File: src/rtl/sdram_col_seq_pkg.sv
package sdram_col_seq_pkg;

  typedef enum logic [2:0] {
    BL_1    = 3'd0,
    BL_2    = 3'd1,
    BL_4    = 3'd2,
    BL_8    = 3'd3,
    BL_PAGE = 3'd7
  } burst_len_e;

  typedef enum logic {
    WRAP_LIN  = 1'b0,
    WRAP_INTL = 1'b1
  } wrap_e;

  typedef struct packed {
    logic full;
    logic intl;
    logic single;
  } cfg_flags_t;

endpackage

File: src/rtl/sdram_col_cfg.sv
module sdram_col_cfg
  import sdram_col_seq_pkg::*;
#(
  parameter int COL_W      = 10,
  parameter int WSEL_W     = 2,
  parameter int NARROW_MAX = 2
) (
  input  logic [2:0]        len_code_i,
  input  logic              wrap_i,
  input  logic [WSEL_W-1:0] wsel_i,
  output logic [COL_W-1:0]  burst_mask_o,
  output logic [COL_W-1:0]  width_mask_o,
  output cfg_flags_t        flags_o
);

  localparam logic [WSEL_W-1:0] NARROW_LIM = WSEL_W'(NARROW_MAX);

  logic [WSEL_W-1:0] narrow;
  logic              full;

  always_comb begin
    narrow       = (wsel_i > NARROW_LIM) ? NARROW_LIM : wsel_i;
    width_mask_o = {COL_W{1'b1}} >> narrow;
  end

  always_comb begin
    full = 1'b0;
    case (len_code_i)
      BL_2:    burst_mask_o = COL_W'(1);
      BL_4:    burst_mask_o = COL_W'(3);
      BL_8:    burst_mask_o = COL_W'(7);
      BL_PAGE: begin
        burst_mask_o = width_mask_o;
        full         = 1'b1;
      end
      default: burst_mask_o = '0;  // BL_1 and reserved codes
    endcase
  end

  always_comb begin
    flags_o.full   = full;
    flags_o.intl   = (wrap_i == WRAP_INTL) && !full;
    flags_o.single = (burst_mask_o == '0);
  end

endmodule

File: src/rtl/sdram_col_gen.sv
module sdram_col_gen #(
  parameter int COL_W = 10
) (
  input  logic [COL_W-1:0] base_i,
  input  logic [COL_W-1:0] beat_i,
  input  logic [COL_W-1:0] mask_i,
  input  logic             intl_i,
  output logic [COL_W-1:0] col_o
);

  logic [COL_W-1:0] sum;

  assign sum = base_i + beat_i;

  // Per bit: outside mask keep base, inside pick linear or XOR order
  for (genvar b = 0; b < COL_W; b++) begin : g_bit
    assign col_o[b] = mask_i[b] ? (intl_i ? (base_i[b] ^ beat_i[b]) : sum[b])
                                : base_i[b];
  end

endmodule

File: src/rtl/sdram_col_ctrl.sv
module sdram_col_ctrl
  import sdram_col_seq_pkg::*;
#(
  parameter int COL_W = 10
) (
  input  logic             clk_i,
  input  logic             rst_ni,
  input  logic             start_i,
  input  logic [COL_W-1:0] start_col_i,
  input  logic             stop_i,
  input  logic [COL_W-1:0] burst_mask_i,
  input  cfg_flags_t       flags_i,
  input  logic [COL_W-1:0] next_col_i,
  output logic [COL_W-1:0] base_o,
  output logic [COL_W-1:0] beat_nxt_o,
  output logic [COL_W-1:0] mask_o,
  output logic             intl_o,
  output logic [COL_W-1:0] col_o,
  output logic             valid_o,
  output logic             done_o
);

  logic [COL_W-1:0] base_q, beat_q, mask_q, col_q;
  logic             intl_q, full_q, valid_q, done_q;
  logic [COL_W-1:0] beat_nxt;

  assign beat_nxt = beat_q + COL_W'(1);

  always_ff @(posedge clk_i or negedge rst_ni) begin
    if (!rst_ni) begin
      base_q  <= '0;
      beat_q  <= '0;
      mask_q  <= '0;
      col_q   <= '0;
      intl_q  <= 1'b0;
      full_q  <= 1'b0;
      valid_q <= 1'b0;
      done_q  <= 1'b0;
    end else if (start_i) begin
      base_q  <= start_col_i;
      beat_q  <= '0;
      mask_q  <= burst_mask_i;
      intl_q  <= flags_i.intl;
      full_q  <= flags_i.full;
      col_q   <= start_col_i;
      valid_q <= 1'b1;
      done_q  <= flags_i.single;
    end else if (valid_q && !done_q) begin
      beat_q  <= beat_nxt;
      col_q   <= next_col_i;
      done_q  <= full_q ? stop_i : (beat_nxt == mask_q);
    end else if (done_q) begin
      valid_q <= 1'b0;
      done_q  <= 1'b0;
    end
  end

  assign base_o     = base_q;
  assign beat_nxt_o = beat_nxt;
  assign mask_o     = mask_q;
  assign intl_o     = intl_q;
  assign col_o      = col_q;
  assign valid_o    = valid_q;
  assign done_o     = done_q;

endmodule

File: src/rtl/sdram_col_seq.sv
module sdram_col_seq
  import sdram_col_seq_pkg::*;
#(
  parameter int COL_W      = 10,
  parameter int WSEL_W     = 2,
  parameter int NARROW_MAX = 2
) (
  input  logic              clk_i,
  input  logic              rst_ni,
  input  logic              start_i,
  input  logic [COL_W-1:0]  start_col_i,
  input  logic [2:0]        burst_len_i,
  input  logic              wrap_mode_i,
  input  logic [WSEL_W-1:0] width_sel_i,
  input  logic              stop_i,
  output logic [COL_W-1:0]  col_o,
  output logic              valid_o,
  output logic              done_o
);

  logic [COL_W-1:0] burst_mask, width_mask, start_col_m;
  logic [COL_W-1:0] base, beat_nxt, mask_q, next_col;
  logic             intl_q;
  cfg_flags_t       flags;

  sdram_col_cfg #(
    .COL_W      (COL_W),
    .WSEL_W     (WSEL_W),
    .NARROW_MAX (NARROW_MAX)
  ) u_cfg (
    .len_code_i   (burst_len_i),
    .wrap_i       (wrap_mode_i),
    .wsel_i       (width_sel_i),
    .burst_mask_o (burst_mask),
    .width_mask_o (width_mask),
    .flags_o      (flags)
  );

  assign start_col_m = start_col_i & width_mask;

  sdram_col_ctrl #(
    .COL_W (COL_W)
  ) u_ctrl (
    .clk_i        (clk_i),
    .rst_ni       (rst_ni),
    .start_i      (start_i),
    .start_col_i  (start_col_m),
    .stop_i       (stop_i),
    .burst_mask_i (burst_mask),
    .flags_i      (flags),
    .next_col_i   (next_col),
    .base_o       (base),
    .beat_nxt_o   (beat_nxt),
    .mask_o       (mask_q),
    .intl_o       (intl_q),
    .col_o        (col_o),
    .valid_o      (valid_o),
    .done_o       (done_o)
  );

  sdram_col_gen #(
    .COL_W (COL_W)
  ) u_gen (
    .base_i (base),
    .beat_i (beat_nxt),
    .mask_i (mask_q),
    .intl_i (intl_q),
    .col_o  (next_col)
  );

endmodule

File: config.mk
export PLATFORM = sky130hd
export DESIGN_NAME = sdram_col_seq
export DESIGN_NICKNAME = d
export VERILOG_FILES = /design/src/rtl/sdram_col_seq_pkg.sv /design/src/rtl/sdram_col_cfg.sv /design/src/rtl/sdram_col_gen.sv /design/src/rtl/sdram_col_ctrl.sv /design/src/rtl/sdram_col_seq.sv
export SDC_FILE = /design/constraint.sdc
export NUM_CORES = 1
export LEC_CHECK = 0
export ABC_AREA = 1
export BUFFER_PORTS_ARGS = -buffer_cell sky130_fd_sc_hd__buf_2
export CAP_MARGIN = 25
export CORE_ASPECT_RATIO = 1.1
export CORE_UTILIZATION = 48
export CTS_CLUSTER_DIAMETER = 40
export DETAILED_ROUTE_END_ITERATION = 6
export HOLD_SLACK_MARGIN = 0.06
export PLACE_DENSITY = 0.8
export RECOVER_POWER = 50
export SETUP_SLACK_MARGIN = 0.05
export SLEW_MARGIN = 10
export SYNTH_ARGS = -nofsm -noshare
export SYNTH_HDL_FRONTEND = slang
export SYNTH_HIERARCHICAL = 1
export SYNTH_SLANG_ARGS = --single-unit
File: constraint.sdc
create_clock -name clk_i -period 2.1 [get_ports clk_i]
set_input_delay 0.105 -clock clk_i [delete_from_list [all_inputs] [get_ports clk_i]]
set_output_delay 0.105 -clock clk_i [all_outputs]
set_load 0.01 [all_outputs]
==> results.py, run 1 <==
metrics = {
    "clock_network": {
        "clk_pin_slew_worst_paths_ns": 0.09,
        "cts_sinks": 44,
        "clock_latency_ns": 0.30,
        "numCtsBuffers": 5,
        "cts_max_path_buffers": 2,
        "ctsHtreeMaxLevel": 2,
        "cts_tree": "yes",
        "root_buffer": "clkbuf_8",
    },
    "global_route": {
        "antenna_found_initial": 0,
        "grt_pass1_wl_microns": 12250,
        "track_usage_pct": 23.86,
        "grt_max_degree": 31,
        "grt-ovfl-total": 0,
        "first_global_vias": 2932,
    },
    "power": {
        "power_mw": 2.087,
        "p_leak_nw": 1.981,
        "power_density_nw_per_um2": 567.5,
        "vdd_drop_max_mv": 0.4681,
    },
    "sta": {
        "finalCriticalPeriod_ns": 2.342,
        "timing.final.crit_share_pct": 111.5,
        "worst-slew-pin-transition_ns": 1.498,
        "max_freq_ghz": 0.4270,
        "setup_viol": 7,
        "layout_setup_ws_ns": -0.2418,
        "maxSlewHeadroom_pct": 0.1321,
        "finalMaxSlewViolations": 0,
        "hold_ws_ns": 0.07399,
        "finalSetupTns_ns": -1.001,
        "rsz0062_at_grt": "yes",
        "clock_skew_ns": 0.009349,
        "hold_violations": 0,
    },
    "run_status": {
        "status": "finished with violations",
        "violations": "max-capacitance violations, negative setup slack",
    },
    "final_layout": {
        "final_cell_mix": "nand2_1 (135), inv_1 (54), dfrtp_1 (44)",
        "multi_input_area_sq_um": 1672,
        "diodes": 0,
        "layout_commonest_cell": "nand2_1",
        "fillCellCount": 503,
        "drive_above_1_share_pct": 28.90,
        "area_growth_pct": 26.03,
        "final_nets": 511,
        "regArea_sq_um": 1101,
        "final_cells": 558,
        "final_area_sq_um": 3677,
    },
    "critical_path": {
        "ff2ff_path_depth": 18,
        "worst-setup-path-type": "reg2reg",
        "crit-reg2reg-launch": "u_ctrl/beat_q[0]$_DFFE_PN0P_",
        "rrSetupSlack_ns": -0.24,
        "crit_required_ns": 2.33,
        "path_max_fanout": 3,
        "start_kind": "flip-flop",
        "arrival_ns": 2.57,
        "endpoint_kind": "flip-flop",
        "timing.rr.end": "u_ctrl/col_o[9]$_DFFE_PN0P_",
    },
    "drt": {
        "num_vias": 2789,
        "wl_microns": 7180,
        "drt-initial-drc-count": 115,
        "drt_pre_antenna_iters": 4,
        "wl_per_cell_microns": 12.87,
        "viasPerCell": 4.998,
        "ant_nets": 0,
        "route.detailed.drc": 0,
    },
    "synth": {
        "yosysTopAreaCell": "dfrtp_1",
        "synth_top_area_share_pct": 37.74,
        "postSynthAreaPerCell_sq_um": 6.997,
        "synthTopCellsByArea": "dfrtp_1 (38%), nand2_1 (19%), inv_1 (8.1%), ha_1 (4.3%), nor2_1 (4.2%)",
        "synth.cell_area_sq_um": 2918,
        "ys_warn_count": 6,
        "synth-seq-area-share_pct": 37.74,
        "synth-seq-cells": 44,
        "netlist_instances": 417,
        "synth.distinct_cells": 34,
    },
    "placement": {
        "hpwl_microns": 4997,
        "placed_cells": 543,
        "place_area_sq_um": 3349,
        "routabilityCongestion": 0.9234,
        "port_buffers": 31,
    },
    "floorplan": {
        "dieArea_sq_um": 6395,
        "initial_utilization_pct": 50.26,
        "fp-row-count": 29,
        "io_pins": 32,
        "coreArea_sq_um": 5806,
        "die_x_microns": 76.34,
        "die_h_microns": 83.77,
    },
    "min_path": {
        "holdCritStartpoint": "width_sel_i[1]",
        "min_to": "u_ctrl/mask_o[8]$_DFFE_PN0P_",
        "hp-class": "in2reg",
        "hold_depth": 4,
    },
    "job": {
        "max_cap_viol_count": 1,
    },
}
## worst max path at each step
stage / from / endpoint / slack, ns
after floorplan: u_ctrl/beat_q[0]$_DFFE_PN0P_ / u_ctrl/col_o[9]$_DFFE_PN0P_ / -0.14
after global placement: u_ctrl/beat_q[1]$_DFFE_PN0P_ / u_ctrl/col_o[9]$_DFFE_PN0P_ / -0.14
after detailed placement: u_ctrl/beat_q[0]$_DFFE_PN0P_ / u_ctrl/col_o[9]$_DFFE_PN0P_ / -0.28
after CTS: u_ctrl/beat_q[0]$_DFFE_PN0P_ / u_ctrl/col_o[9]$_DFFE_PN0P_ / -0.28
after global routing: u_ctrl/beat_q[1]$_DFFE_PN0P_ / u_ctrl/col_o[9]$_DFFE_PN0P_ / -0.40
final: u_ctrl/beat_q[0]$_DFFE_PN0P_ / u_ctrl/col_o[9]$_DFFE_PN0P_ / -0.24
## layout make-up
class / count / area share, %
multi-input cells: 292 / 45.46
flip-flops and latches: 44 / 29.94
repair buffers: 72 / 12.73
inverters: 65 / 6.737
well taps: 77 / 2.620
clock buffers: 6 / 2.246
clock inverters: 2 / 0.2722
## state kept, by name, indices dropped and copies added, names as in the netlist
register,count
u_ctrl/base_o,10
u_ctrl/col_o,10
u_ctrl/valid_o,1
u_ctrl/mask_o,10
u_ctrl/beat_q,10
u_ctrl/intl_o,1
u_ctrl/full_q,1
u_ctrl/done_o,1
## report_power, final
| group | internal, mW | switching, mW | total (mW) |
|---|---|---|---|
| registers | 0.921 | 0.0594 | 0.980 |
| clock network | 0.263 | 0.306 | 0.569 |
| logic | 0.232 | 0.306 | 0.538 |
## per-layer routing
layer,routed length [microns],global-route usage (%),up-vias
met5,0,0,-
met4,213,11.89,0
met3,312,3.934,21
met2,3768,43.41,87
met1,2886,26.74,1282
li1,-,-,1399
## worst max-delay path, stage by stage (launching register included)
cell and delay, ns:
dfrtp_1 0.36, ha_2 0.19, nand2_2 0.08, nor2_4 0.12
nand2_2 0.08, nor2_4 0.12, xor2_2 0.18, inv_2 0.06
ha_4 0.29, nand2_4 0.06, o21ai_2 0.11, nand2_1 0.08
nand2_1 0.09, nand2_1 0.07, nand3_1 0.07, nand2_1 0.05
nand2_1 0.05, nand2_1 0.05, a31oi_1 0.17
## through the flow
step                worst slack (ns)  util, %
floorplan                    -0.1445        -
global placement             -0.1450    57.69
detailed placement           -0.2845    57.69
CTS                          -0.2761    62.09
global route                 -0.4037    63.34
finish                       -0.2418    63.34
## synth_stat cells, drive strengths merged
| library cell | n |
|---|---|
| xor3 | 1 |
| a31oi | 11 |
| o211ai | 1 |
| a21o | 1 |
| mux2 | 1 |
| a21oi | 11 |
| xnor2 | 1 |
| fa | 1 |
| clkbuf | 6 |
| conb | 1 |
| nand2 | 154 |
| nand4 | 3 |
| o22ai | 7 |
| inv | 64 |
| o21ai | 17 |
| ha | 10 |
| clkinv | 1 |
| xor2 | 6 |
| nand3 | 21 |
| buf | 17 |
| nand3b | 1 |
| or2 | 1 |
| dfrtp | 44 |
| nor2 | 36 |
## logic make-up after synthesis
group,share of synthesized area [%]
and+or+nand+nor,31.13
buffers and inverters,13.29
AOI/OAI and AO/OA,9.435
DFF,37.74
adders and majority gates,4.974
xor gates and xnor gates,2.916
other,0.1285
muxes,0.3859
## timing repair
action                                  CTS  global route
hold buffers                              1             0
endpoints found under the setup margin    7             9
setup buffers                             6             1
pin swaps                                18            31
endpoints found under the hold margin    24             0
gates resized for setup                  22            24
No activity file was read; power rests on OpenSTA's default activity.
==> run 2, diff against run 1 <==
PLACE_DENSITY = 0.74   (was 0.8)
==> run 2 against run 1 <==
  * The run ends with negative setup slack left
  * Hold slack better by 0.020 ns
  * Sequential share of layout area is 0.57 points higher
  * Utilization is 1.2 points lower
  * Via count is 3.8% lower
  * First-iteration DRC count is 12% lower
  * Critical path type unchanged
  * Largest cell class unchanged
  * Highest routed layer unchanged
==> results.py, run 2 (same netlist as run 1, synthesis figures left out) <==
metrics = {
    "run_status": {
        "status": "finished with violations",
        "violations": "negative setup slack",
    },
    "clock_network": {
        "clock_latency_ns": 0.30,
        "root_buffer": "clkbuf_8",
        "ctsHtreeMaxLevel": 2,
        "cts_sinks": 44,
        "numCtsBuffers": 5,
        "cts_tree": "yes",
        "clk_pin_slew_worst_paths_ns": 0.09,
        "cts_max_path_buffers": 2,
    },
    "critical_path": {
        "start_kind": "flip-flop",
        "worst-setup-path-type": "reg2reg",
        "crit_path_start": "u_ctrl/beat_q[1]$_DFFE_PN0P_",
        "rrSetupSlack_ns": -0.29,
        "crit-reg2reg-launch": "u_ctrl/beat_q[1]$_DFFE_PN0P_",
        "path_common_cell": "nand2_2",
        "cp_slowest_stage_delay_ns": 0.39,
        "cp_slowest_cell": "dfrtp_1",
        "endpoint_kind": "flip-flop",
        "crit_end": "u_ctrl/col_o[9]$_DFFE_PN0P_",
        "timing.rr.end": "u_ctrl/col_o[9]$_DFFE_PN0P_",
        "ff2ff_path_depth": 20,
        "crit_required_ns": 2.33,
        "crit_chain": "ha_2 -> nand2_4 -> buf_4 -> buf_6 -> o21ai_2 -> nand2_2 -> inv_2 -> ha_4 -> nand2_2 -> nor2_1 -> nand2_1 -> nand3_4 -> nand3_2 -> nand2_1 -> nand2_2 -> nand3_2 -> nand2_2 -> nand2_2 -> nand2_1 -> a31oi_1",
        "path_max_fanout": 4,
        "arrival_ns": 2.62,
    },
    "sta": {
        "setup_viol": 7,
        "worst-slew-pin-transition_ns": 1.127,
        "maxSlewHeadroom_pct": 24.90,
        "finalCriticalPeriod_ns": 2.387,
        "max_freq_ghz": 0.4189,
        "layout_setup_ws_ns": -0.2871,
        "hold_violations": 0,
        "finalMaxSlewViolations": 0,
        "clock_skew_ns": 0.01237,
        "rsz0062_at_grt": "yes",
        "timing.final.crit_share_pct": 113.7,
    },
    "global_route": {
        "first_global_vias": 2720,
        "antenna_found_initial": 0,
        "grt_pass1_wl_microns": 11680,
        "grt-ovfl-total": 0,
        "grt_max_degree": 45,
        "track_usage_pct": 23.04,
    },
    "placement": {
        "port_buffers": 31,
        "hpwl_microns": 5002,
        "placed_cells": 543,
        "routabilityCongestion": 0.9020,
        "dp_slack_ns": -0.2516,
    },
    "floorplan": {
        "coreArea_sq_um": 5806,
        "dieArea_sq_um": 6395,
        "fp-row-count": 29,
        "die_h_microns": 83.77,
        "die_x_microns": 76.34,
        "initial_utilization_pct": 50.26,
        "io_pins": 32,
    },
    "final_layout": {
        "final_cells": 555,
        "area_growth_pct": 23.67,
        "layout_commonest_cell": "nand2_1",
        "final_nets": 509,
        "diodes": 0,
        "final_cell_mix": "nand2_1 (136), inv_1 (60), dfrtp_1 (44)",
        "drive_above_1_share_pct": 26.15,
    },
    "drt": {
        "drt-initial-drc-count": 101,
        "wl_per_cell_microns": 12.19,
        "wl_microns": 6768,
        "route.detailed.drc": 0,
        "viasPerCell": 4.834,
        "ant_nets": 0,
        "num_vias": 2683,
        "drt_pre_antenna_iters": 4,
    },
    "power": {
        "vdd_drop_max_mv": 0.4536,
        "p_leak_nw": 1.955,
        "power_density_nw_per_um2": 558.7,
    },
    "min_path": {
        "holdCritStartpoint": "width_sel_i[1]",
        "hp-class": "in2reg",
        "hold_depth": 4,
    },
    "job": {
        "max_cap_viol_count": 0,
    },
}
-- run 2: critical path, delay by kind of cell (launching register included) --
family	cells	cell delay, ns
buffers and inverters	3	0.25
AND/OR/NAND/NOR	13	0.96
adder cells (fa/ha/maj)	2	0.49
AO/OA/AOI/OAI	2	0.23
flip-flops	1	0.39
-- run 2: report_power, final --
group | total, mW | internal [mW] | switching [mW]
sequential | 0.981 | 0.921 | 0.0603
clock | 0.516 | 0.225 | 0.291
combinational | 0.519 | 0.224 | 0.295
-- run 2: what timing repair did --
item | 4_1_cts | 5_1_grt
hold endpoints to repair | 44 | 0
gates resized for setup | 15 | 17
setup buffers | 0 | 4
hold buffers | 1 | 0
setup endpoints to repair | 7 | 7
pin swaps | 5 | 8
-- run 2: final cells by class --
class | count | area (sq um)
flip-flops and latches | 44 | 1101
fillers | 527 | 2197
repair buffers | 70 | 455.4
multi-input cells | 292 | 1630
clock buffers | 5 | 68.82
inverters | 65 | 244.0
well taps | 77 | 96.34
clock inverters | 2 | 12.51
-- run 2: worst min-delay path by stage --
stage and end:
2_1_floorplan u_ctrl/base_o[0]$_DFFE_PN0P_, 3_3_place_gp u_ctrl/beat_q[9]$_DFFE_PN0P_, 3_5_place_dp u_ctrl/mask_o[9]$_DFFE_PN0P_, 4_1_cts u_ctrl/mask_o[8]$_DFFE_PN0P_
5_1_grt u_ctrl/mask_o[8]$_DFFE_PN0P_, 6_report u_ctrl/mask_o[8]$_DFFE_PN0P_
-- run 2: metal layers --
metal  routed length (microns)  up-vias  global-route usage (%)
met2                      3499       48                   41.85
met1                      2861     1227                   27.07
li1                          -     1395                       -
met4                       141        0                   8.741
met5                         0        -                       0
met3                       266       13                   3.607
-- run 2: metrics by stage --
| stage | area (sq um) | setup TNS (ns) | power (mW) | utilization (%) | hold WS [ns] |
|---|---|---|---|---|---|
| 3_3_place_gp | 3362 | -0.6031 | 1.464 | 57.91 | 0.1049 |
| 3_5_place_dp | 3362 | -0.9996 | 1.483 | 57.91 | 0.1050 |
| 6_report | 3608 | -1.319 | 2.016 | 62.16 | 0.09350 |
| 2_1_floorplan | 2987 | -0.1684 | 1.298 | - | -0.1906 |
| 4_1_cts | 3530 | -0.6619 | 2.027 | 60.80 | 0.08565 |
| 5_1_grt | 3608 | -2.540 | 2.149 | 62.16 | 0.1137 |
==> run 3, diff against run 2 <==
RECOVER_POWER = unset   (was 50)
==> run 3 against run 2 <==
  * The run still ends with negative setup slack left
  * Sequential share of layout area down 0.13 points
  * Utilization up 0.26 points
  * Register-to-register slack about the same
  * Cell count unchanged
  * First-iteration DRC count down 4.0%
  * Largest power group unchanged
  * Die area unchanged
  * Maximum frequency down 0.13%
  * Clock power about the same
  * Design area up 0.42%
==> results.py, run 3 (same netlist as run 1, synthesis figures left out) <==
metrics = {
    "drt": {
        "drt-initial-drc-count": 97,
        "top_layer_used": "met4",
        "wl_met1_microns": 2882,
        "wl_per_cell_microns": 12.16,
        "drt_pre_antenna_iters": 4,
        "num_vias": 2678,
        "wl_met3_microns": 272,
        "ant_nets": 0,
        "met2_length_microns": 3454,
        "viasPerCell": 4.825,
        "wl_microns": 6750,
        "route.detailed.drc": 0,
    },
    "global_route": {
        "antenna_found_initial": 0,
        "first_global_vias": 2720,
        "grt-ovfl-total": 0,
        "grt_max_degree": 45,
        "track_usage_pct": 23.04,
        "grt_pass1_wl_microns": 11680,
    },
    "sta": {
        "max_freq_ghz": 0.4184,
        "setup_viol": 7,
        "timing.final.crit_share_pct": 113.8,
        "layout_setup_ws_ns": -0.2903,
        "clock_skew_ns": 0.01034,
        "rsz0062_at_grt": "yes",
        "hold_ws_ns": 0.09381,
        "hold_violations": 0,
        "finalSetupTns_ns": -1.327,
        "finalMaxSlewViolations": 0,
        "finalCriticalPeriod_ns": 2.390,
    },
    "critical_path": {
        "timing.rr.end": "u_ctrl/col_o[9]$_DFFE_PN0P_",
        "worst-setup-path-type": "reg2reg",
        "path_delay_family": "simple AND/OR/NAND/NOR gates",
        "crit_chain": "ha_2 -> nand2_4 -> buf_4 -> buf_6 -> o21ai_2 -> nand2_2 -> inv_2 -> ha_4 -> nand2_2 -> nor2_1 -> nand2_1 -> nand3_4 -> nand3_2 -> nand2_1 -> nand2_2 -> nand3_2 -> nand2_2 -> nand2_2 -> nand2_1 -> a31oi_1",
        "path_common_cell": "nand2_2",
        "path_max_fanout": 4,
        "arrival_ns": 2.62,
        "rrSetupSlack_ns": -0.29,
        "crit-reg2reg-launch": "u_ctrl/beat_q[1]$_DFFE_PN0P_",
        "cp_slowest_stage_delay_ns": 0.39,
        "start_kind": "flip-flop",
        "crit_required_ns": 2.33,
        "cp_slowest_cell": "dfrtp_1",
        "endpoint_kind": "flip-flop",
        "ff2ff_path_depth": 20,
        "crit_path_start": "u_ctrl/beat_q[1]$_DFFE_PN0P_",
        "crit_buf_inv": 3,
    },
    "final_layout": {
        "regArea_sq_um": 1101,
        "final_cell_mix": "nand2_1 (136), inv_1 (60), dfrtp_1 (44)",
        "final_cells": 555,
        "drive_above_1_share_pct": 26.15,
        "area_growth_pct": 24.19,
        "final_area_sq_um": 3623,
        "layout_commonest_cell": "nand2_1",
        "multi_input_area_sq_um": 1630,
        "final_nets": 509,
        "diodes": 0,
        "fillCellCount": 525,
    },
    "job": {
        "max_cap_viol_count": 0,
    },
    "min_path": {
        "hp-class": "in2reg",
        "holdCritStartpoint": "width_sel_i[1]",
        "min_to": "u_ctrl/mask_o[8]$_DFFE_PN0P_",
        "hold_depth": 4,
    },
    "floorplan": {
        "die_h_microns": 83.77,
        "coreArea_sq_um": 5806,
        "initial_utilization_pct": 50.26,
        "fp-row-count": 29,
        "die_x_microns": 76.34,
        "dieArea_sq_um": 6395,
        "io_pins": 32,
    },
    "power": {
        "p_leak_nw": 1.961,
        "vdd_drop_max_mv": 0.4543,
        "power_density_nw_per_um2": 557.0,
    },
    "placement": {
        "dp_slack_ns": -0.2516,
        "placed_cells": 543,
        "port_buffers": 31,
        "hpwl_microns": 5002,
        "routabilityCongestion": 0.9020,
        "place_area_sq_um": 3362,
    },
    "clock_network": {
        "cts_sinks": 44,
        "ctsHtreeMaxLevel": 2,
        "clk_pin_slew_worst_paths_ns": 0.09,
        "root_buffer": "clkbuf_8",
        "clock_latency_ns": 0.30,
        "cts_max_path_buffers": 2,
        "cts_tree": "yes",
        "numCtsBuffers": 5,
    },
    "run_status": {
        "status": "finished with violations",
        "violations": "negative setup slack",
    },
}
## run 3: cell count changes in the layout (fill, tap and decap cells not counted)
cell / delta
clkbuf_2: -1
buf_12: +1
## run 3: through the flow
| step | power (mW) | util, % |
|---|---|---|
| after global routing | 2.152 | 62.41 |
| after detailed placement | 1.483 | 57.91 |
| after global placement | 1.464 | 57.91 |
| final | 2.018 | 62.41 |
| after CTS | 2.027 | 60.80 |
| after floorplan | 1.298 | - |
## run 3: timing repair
item / 4_1_cts / 5_1_grt
resized for setup: 15 / 17
setup endpoints to repair: 7 / 7
hold endpoints to repair: 44 / 0
hold buffers: 1 / 0
pin swaps: 5 / 8
setup buffers: 0 / 4
## run 3: report_power, final
part	leakage [nW]	total (mW)	switching (mW)	internal, mW
Clock	0.0400	0.514	0.289	0.225
Sequential	0.574	0.981	0.0604	0.921
Combinational	1.35	0.523	0.296	0.227
Total	1.96	2.02	0.645	1.37
## run 3: tightest hold or removal path, delay by kind of cell
kind,cells,cell delay [ns]
buf+inv,1,0.10
simple gates,3,0.15
## run 3: cell type report
cell class	count	area share (%)
Clock inverter	2	0.3453
Multi-Input combinational cell	292	44.99
Tap cell	77	2.659
Clock buffer	5	1.899
Sequential cell	44	30.39
Inverter	65	6.733
Timing Repair Buffer	70	12.98
## run 3: routing by layer
metal  global-route usage (%)  vias up
met3                    3.607       13
met4                    8.741        0
met5                        0        -
met2                    41.85       50
met1                    27.07     1219
li1                         -     1396
## run 3: worst max path at each step
stage | endpoint | slack (ns) | cells past startpoint
after global routing | u_ctrl/col_o[9]$_DFFE_PN0P_ | -0.46 | 16
after floorplan | u_ctrl/col_o[9]$_DFFE_PN0P_ | -0.14 | 18
after global placement | u_ctrl/col_o[9]$_DFFE_PN0P_ | -0.13 | 18
after CTS | u_ctrl/col_o[9]$_DFFE_PN0P_ | -0.24 | 18
final | u_ctrl/col_o[9]$_DFFE_PN0P_ | -0.29 | 20
after detailed placement | u_ctrl/col_o[9]$_DFFE_PN0P_ | -0.25 | 18
